### config.mk
export PLATFORM = sky130hd
export DESIGN_NAME = fuse_lock_ctrl
export DESIGN_NICKNAME = d
export VERILOG_FILES = /design/src/rtl/fuse_lock_ctrl.sv
export SDC_FILE = /design/constraint.sdc
export NUM_CORES = 1
export LEC_CHECK = 0
export CELL_PAD_IN_SITES_DETAIL_PLACEMENT = 0
export CELL_PAD_IN_SITES_GLOBAL_PLACEMENT = 1
export CORE_MARGIN = 2
export CORE_UTILIZATION = 28
export CTS_CLUSTER_DIAMETER = 120
export CTS_CLUSTER_SIZE = 8
export DETAILED_ROUTE_END_ITERATION = 8
export GPL_TIMING_DRIVEN = 0
export PLACE_DENSITY_LB_ADDON = 0.25
export SYNTH_ARGS = -nofsm -noshare
export SYNTH_HDL_FRONTEND = slang
export SYNTH_SLANG_ARGS = --single-unit
### constraint.sdc
create_clock -name clk -period 4.4 [get_ports clk]
set_clock_uncertainty 0.1 [all_clocks]
set_input_delay 1.1 -clock clk [delete_from_list [all_inputs] [get_ports clk]]
set_output_delay 1.1 -clock clk [all_outputs]
set_load 0.03 [all_outputs]
### src/rtl/fuse_lock_ctrl.sv
module fuse_lock_ctrl #(
  parameter logic [7:0] FUSE_INIT = 8'hDF,
  parameter logic [1:0] LOCK_INIT = 2'b11,
  parameter int RD_WIN = 3,
  parameter int ST_WIN = 4
) (
  input  logic        clk,
  input  logic        rst_n,
  input  logic        ctl_we,
  input  logic        ctl_rd,
  input  logic        ctl_st,
  input  logic [15:0] ptr,
  input  logic [1:0]  st_data,
  input  logic        lpm_stb,
  input  logic        spm_stb,
  input  logic        ee_busy,
  input  logic [7:0]  flash_rdata,
  output logic        rd_en,
  output logic        st_en,
  output logic [7:0]  result
);
  localparam int CW = $clog2(ST_WIN + 1);

  logic [CW-1:0] cnt;
  logic [1:0]    lock_q;
  logic [7:0]    special;
  logic          armed, ld_ok, st_ok, expire;

  assign armed  = rd_en & st_en;
  assign ld_ok  = armed & lpm_stb & ~ee_busy & (cnt < CW'(RD_WIN));
  assign st_ok  = armed & spm_stb & ~lpm_stb & ~ee_busy & (cnt < CW'(ST_WIN));
  assign expire = (rd_en | st_en) & (cnt == CW'(ST_WIN - 1));

  assign special = (ptr == 16'h0001) ? {6'h3F, lock_q} :
                   (ptr == 16'h0000) ? FUSE_INIT : flash_rdata;

  always_ff @(posedge clk or negedge rst_n) begin
    if (!rst_n) begin
      rd_en <= 1'b0;
      st_en <= 1'b0;
      cnt   <= '0;
    end else if (ctl_we && !ee_busy) begin
      rd_en <= ctl_rd;
      st_en <= ctl_st;
      cnt   <= '0;
    end else if (ld_ok || st_ok || expire) begin
      rd_en <= 1'b0;
      st_en <= 1'b0;
      cnt   <= '0;
    end else if (rd_en || st_en) begin
      cnt <= cnt + 1'b1;
    end
  end

  always_ff @(posedge clk or negedge rst_n) begin
    if (!rst_n)     lock_q <= LOCK_INIT;
    else if (st_ok) lock_q <= lock_q & st_data;
  end

  always_ff @(posedge clk or negedge rst_n) begin
    if (!rst_n)       result <= 8'h00;
    else if (lpm_stb) result <= ld_ok ? special : flash_rdata;
  end

  p_lock_one_way_r6: assert property (@(posedge clk) disable iff (!rst_n)
    1'b1 |=> ((lock_q & ~$past(lock_q)) == 2'b00));

  p_window_bound_r5: assert property (@(posedge clk) disable iff (!rst_n)
    (rd_en || st_en) |-> (cnt < CW'(ST_WIN)));

  p_clear_after_op_r5: assert property (@(posedge clk) disable iff (!rst_n)
    (armed && !ctl_we && (lpm_stb || spm_stb) && !ee_busy && cnt < CW'(RD_WIN))
      |=> (!rd_en && !st_en));

  p_busy_holds_ctl_r8: assert property (@(posedge clk) disable iff (!rst_n)
    (ee_busy && !rd_en && !st_en) |=> (!rd_en && !st_en));

  p_busy_keeps_lock_r8: assert property (@(posedge clk) disable iff (!rst_n)
    ee_busy |=> $stable(lock_q));

  p_plain_read_r4: assert property (@(posedge clk) disable iff (!rst_n)
    (lpm_stb && !armed) |=> (result == $past(flash_rdata)));

  p_load_wins_r9: assert property (@(posedge clk) disable iff (!rst_n)
    (lpm_stb && spm_stb) |=> $stable(lock_q));
endmodule

==> results of run 1 <==
logic make-up after synthesis:
| group | count (synthesis) | synth area share (%) |
|---|---|---|
| simple gates | 23 | 19.3 |
| xor+xnor | 1 | 1.20 |
| compound gates | 21 | 22.3 |
| flops | 15 | 51.7 |
| buf+inv | 4 | 2.06 |
| fa+ha+maj | 2 | 3.42 |
cell usage after synthesis (2+ instances only):
cell and number:
a31oi_1 2, inv_1 2, dfstp_2 2, o21ai_0 2, clkbuf_1 2, nor2_1 5
dfrtp_1 13, a22o_1 2, a31o_1 2, nor2b_1 2, o21bai_1 2, or4_1 2
o21a_1 2, o22a_1 5, ha_1 2, nand2_1 4, nor4_1 3
worst max-delay path, delay by kind of cell:
family | cells | cell delay, ps
AND/OR/NAND/NOR | 2 | 470
buffers and inverters | 1 | 600
AO/OA/AOI/OAI | 2 | 800
metrics by stage:
step	hold slack (ps)	worst slack [ps]	power (mW)	area (µm²)
final	361	1550	0.396	1230
after global placement	346	1270	0.320	1200
after global routing	373	1380	0.431	1230
after detailed placement	351	1230	0.323	1200
after CTS	364	1520	0.403	1230
after floorplan	338	1970	0.256	731
registers in the layout, summed over array words and instances (netlist names):
| signal | count |
|---|---|
| lock_q | 2 |
| result | 8 |
| st_en | 1 |
| cnt | 3 |
| rd_en | 1 |
cell type report:
cell class	instances	area (µm²)
buffer	2	7.51
sequential	15	378
timing repair buffer	43	430
multi-input combinational	47	338
inverter	2	7.51
clock buffer	3	22.5
clock inverter	1	5.00
fill	263	1250
tap	30	37.5
layer usage:
metal | wire [µm] | vias to the layer above | track usage, % | share of wire (%)
met5 | 0 | - | 0 | 0
met4 | 10 | 0 | 6.10 | 0.54
met3 | 119 | 2 | 3.49 | 6.4
met2 | 905 | 20 | 20.8 | 48
met1 | 834 | 324 | 17.7 | 45
li1 | - | 348 | - | -
cells in the final DEF, fill, tap and decap left out, types with 2 or more instances in the layout:
cell type,count
clkdlybuf4s50_1,43
dfrtp_1,13
nor2_1,5
o22a_1,5
nand2_1,4
nor4_1,3
clkbuf_4,3
inv_1,2
clkbuf_1,2
o21ai_0,2
a31oi_1,2
nor2b_1,2
a22o_1,2
o21a_1,2
o21bai_1,2
or4_1,2
a31o_1,2
ha_1,2
dfstp_2,2
power by group:
part / total, mW / internal [mW] / switching (mW)
sequential: 0.180 / 0.160 / 0.0196
combinational: 0.140 / 0.0761 / 0.0636
clock: 0.0766 / 0.0337 / 0.0429
total: 0.396 / 0.270 / 0.126
worst min path at each step:
stage                     startpoint   endpoint  slack (ps)  depth (start not counted)
after global placement     lock_q[1]  lock_q[1]         350                          1
after global routing       lock_q[0]  lock_q[0]         370                          1
after detailed placement   lock_q[1]  lock_q[1]         350                          1
after CTS                  lock_q[1]  lock_q[1]         360                          1
final                      lock_q[1]  lock_q[1]         360                          1
after floorplan            lock_q[0]  lock_q[0]         340                          1
==> flow_metrics.tcl, run 1 <==
set metrics [dict create \
    run_status "finished clean" \
    numCtsBuffers 3 \
    placedCellCount 139 \
    crit_path_end_kind "flip-flop" \
    timing.critical_path.slowest_stage_cell "clkdlybuf4s50_1" \
    die_area_um2 3030 \
    endpoint "result[3]" \
    report.final.slew_viol_count 0 \
    cts_max_level 1 \
    finalWirelength_um 1870 \
    finalSetupViolCount 0 \
    nNetsFinal 150 \
    period_minus_slack_ps 2850 \
    wire_length_of_the_first_global_routing_pass_um 2850 \
    yosys.area.top_type_share_pct 44.5 \
    grt_antenna_before_repair 0 \
    synthesized_cell_area_um2 731 \
    finish.utilization_pct 49.5 \
    ff2ff_setup_slack_ps 2480 \
    synth_cells 66 \
    die-width_um 55.1 \
    placementRows 18 \
    max_clock_freq_mhz 351 \
    antenna_cells_inserted 0 \
    p_leak_nw 0.475 \
    place_congestion 0.706 \
    clkTransAtPathRegs_ps 90 \
    grt_max_degree 16 \
    min_path_type "reg -> reg" \
    cts_repair_resize_count 0 \
    post_route_cells_drive_above_1_share_pct 7.96 \
    timing.rr.end "result[3]" \
    synth_seq_area_share_pct 51.7 \
    floorplan.core_area_um2 2480 \
    path_class "in -> reg" \
    cts_sink_count 15 \
    syn_area_per_cell_um2 11.1 \
    postSynthNetCount 102 \
    synth.largest_area_cell "dfrtp_1" \
    drt_drc_violations_left 0 \
    vertical_die_dimension_um 55.1 \
    cts_post_setup_buffers_inserted 0 \
    placement.io_buffers 43 \
    synth_async_sr_flop_share_pct 100 \
    timing.final.hold_violations 0 \
    slowest_delay_ps 600 \
    ys_seq_elements 15 \
    tightest_slew_ps 697 \
    grt_setup_unrepaired "false" \
    grtUsageTotal_pct 13.5 \
    holdBufCountCts 0 \
    largest_fanout_on_the_critical_path 7 \
    wl_per_cell_um 13.1 \
    grt_overflow_total 0 \
    drt_pre_antenna_iters 4 \
    tritoncts_clock_tree "yes" \
    yosys_warnings 0 \
    post-dp-hpwl_um 1490 \
    io_pins 44 \
    worst_ep_arrival_time_ps 2970 \
    clockRootBuffer "clkbuf_4" \
    reg2regPathDepth 4 \
    vias_post_dr 694 \
    clock_latency_ps 280 \
    initial_core_util_pct 29.5 \
    power.ir.vdd_worst_mv 0.235 \
    worst_setup_path_start_kind "primary input" \
    timing.max_slew.rel_slack_pct 53.4 \
    stdcell_count 143 \
    drt_iter0_drc 8 \
    power.density_cell_area_nw_per_um2 323 \
    cp_data_required_time_ps 4530 \
    first_global_vias 635 \
    vias_per_cell 4.85 \
    syn2layout_area_growth_pct 67.8 \
    ys_types 29 \
    yosys-top-cells-area "dfrtp_1, dfstp_2, o22a_1" \
    synth_flop_cell "dfrtp_1" \
    worstSetupStartpoint "lpm_stb" \
    drv_cap 0 \
    cts.path.max_buffers 2 \
    r2r_start "cnt[2]" \
    cp_cell_sequence "clkdlybuf4s50_1 > nor4b_2 > nand4_1 > o21ai_0 > o22a_1" \
    totalNegativeSetupSlack_ps 0 \
    synth_edf_count 0 \
    ant_nets 0 \
    fin_crit_sh_pct 64.7 \
]
(Power assumes the default switching activity.)
==> run 2: changes to the inputs <==
Settings changed: CORE_UTILIZATION 28 to 23.
Clock period 4.4 ns to 2.55 ns, I/O delays scaled along.
==> run 2 against run 1 <==
  * Global-route usage decreased by 2.3 points
  * Sequential power increased by 73%
  * Utilization decreased by 8.4 points
  * Clock power increased by 83%
  * First-iteration DRC count increased by 100%
  * Register-to-register slack got worse by 1800 ps
  * Die area increased by 20%
  * Routed wire length decreased by 0.80%
  * Combinational power increased by 71%
  * Non-clock buffer count unchanged
  * Worst setup slack got worse by 1300 ps
  * Hold slack about the same
  * Largest cell class unchanged
  * Largest power group unchanged
==> flow_metrics.tcl, run 2 (synthesis results as in run 1) <==
set metrics [dict create \
    run_status "finished clean" \
    post-dp-hpwl_um 1490 \
    cts.path.max_buffers 2 \
    power.ir.vdd_worst_mv 0.312 \
    tritoncts_clock_tree "yes" \
    worst_ep_arrival_time_ps 2420 \
    first_global_vias 704 \
    layout.cells.most_common "clkdlybuf4s50_1" \
    die-width_um 60.4 \
    cp_cell_sequence "clkdlybuf4s50_1 > nor4b_2 > nand4_1 > or4_1 > a31o_1" \
    p_leak_nw 0.474 \
    ant_nets 0 \
    finalSetupViolCount 0 \
    fillCellCount 311 \
    min_path_type "reg -> reg" \
    cp_data_required_time_ps 2640 \
    worst_setup_path_start_kind "primary input" \
    area_occupied_by_multi_input_gates_um2 338 \
    cts_sink_count 15 \
    syn2layout_area_growth_pct 70.2 \
    placement.io_buffers 43 \
    finalWirelength_um 1850 \
    finalInstanceArea_um2 1240 \
    largest_fanout_on_the_critical_path 7 \
    grt_overflow_total 0 \
    wl_per_cell_um 11.8 \
    die_area_um2 3640 \
    grt_setup_unrepaired "false" \
    placementRows 20 \
    cts_repair_resize_count 0 \
    wire_length_of_the_first_global_routing_pass_um 3060 \
    seq_area_um2 378 \
    crit_path_end_kind "flip-flop" \
    io_pins 44 \
    clockRootBuffer "clkbuf_4" \
    holdBufCountCts 0 \
    drv_cap 0 \
    use_met2_pct 19.7 \
    timing.final.hold_violations 0 \
    cts_post_setup_buffers_inserted 0 \
    power.density_cell_area_nw_per_um2 555 \
    drt_pre_antenna_iters 2 \
    grtUsageTotal_pct 11.2 \
    clkTransAtPathRegs_ps 100 \
    drt_drc_violations_left 0 \
    finalHoldWorstSlack_ps 361 \
    grt_util_met3_pct 4.05 \
    clock_latency_ps 280 \
    gr-max-usage-layer "met2" \
    grtUsageMet1_pct 13.6 \
    drt_iter0_drc 16 \
    antenna_cells_inserted 0 \
    fin_crit_sh_pct 91.6 \
    vias_post_dr 704 \
    nNetsFinal 150 \
    reg.largest.list "result x8, cnt x3, lock_q x2" \
    grt_antenna_before_repair 0 \
    most-common-layout-cells "clkdlybuf4s50_1, dfrtp_1, nor2_1, o22a_1, nand2_1" \
    largest_register_ff_count 8 \
    initial_core_util_pct 24.1 \
    tightest_slew_ps 691 \
    post_route_cells_drive_above_1_share_pct 7.96 \
    place_area_um2 1220 \
    regMostFlops "result" \
    vertical_die_dimension_um 60.4 \
    path_class "in -> reg" \
    vias_per_cell 4.48 \
    numCtsBuffers 3 \
    max_clock_freq_mhz 428 \
    report.final.slew_viol_count 0 \
    slowest_delay_ps 590 \
    timing.max_slew.rel_slack_pct 53.8 \
    period_minus_slack_ps 2340 \
    grt_max_degree 16 \
    floorplan.core_area_um2 3030 \
    place_congestion 0.721 \
    timing.critical_path.slowest_stage_cell "clkdlybuf4s50_1" \
    cts_max_level 1 \
]
run 2: area by class of cell:
cell class	count	area share (%)
timing repair buffer	43	34.6
sequential	15	30.4
multi-input combinational	47	27.2
tap	44	4.43
clock buffer	3	1.81
buffer	2	0.604
inverter	2	0.604
clock inverter	1	0.402
run 2: per-layer routing:
metal	part of all wire, %	routed length (µm)
met2	48	893
met3	7.2	134
met5	0	0
met1	45	826
met4	0	0
run 2: critical path, delay by kind of cell:
kind	cells	cell delay [ps]
compound gates	1	230
simple gates	3	960
buf+inv	1	590
run 2: path summary, 6_finish.rpt:
path                            from   endpoint  slack (ps)  depth (start not counted)
setup / recovery             lpm_stb  result[0]         210                          5
min in group asynchronous      rst_n  result[5]         660                          1
hold reg to reg            lock_q[1]  lock_q[1]         360                          1
hold / removal             lock_q[1]  lock_q[1]         360                          1
setup reg to reg              cnt[2]  result[0]         640                          4
max in group asynchronous      rst_n      st_en        1250                          1
run 2: per-stage QoR:
stage | instances | util (%) | TNS (ps) | worst slack, ps | power [mW]
final | 157 | 41.1 | 0 | 214 | 0.690
after global routing | 157 | 41.1 | 0 | 139 | 0.746
after CTS | 157 | 41.1 | 0 | 120 | 0.703
after detailed placement | 153 | 40.2 | -1110 | -188 | 0.560
after global placement | 153 | 40.2 | -1200 | -198 | 0.555
after floorplan | 66 | - | 0 | 584 | 0.441
run 2: power breakdown:
group / switching (mW) / internal (mW) / total [mW]
Combinational: 0.108 / 0.132 / 0.240
Clock: 0.0817 / 0.0583 / 0.140
Sequential: 0.0341 / 0.276 / 0.311
Total: 0.224 / 0.466 / 0.690
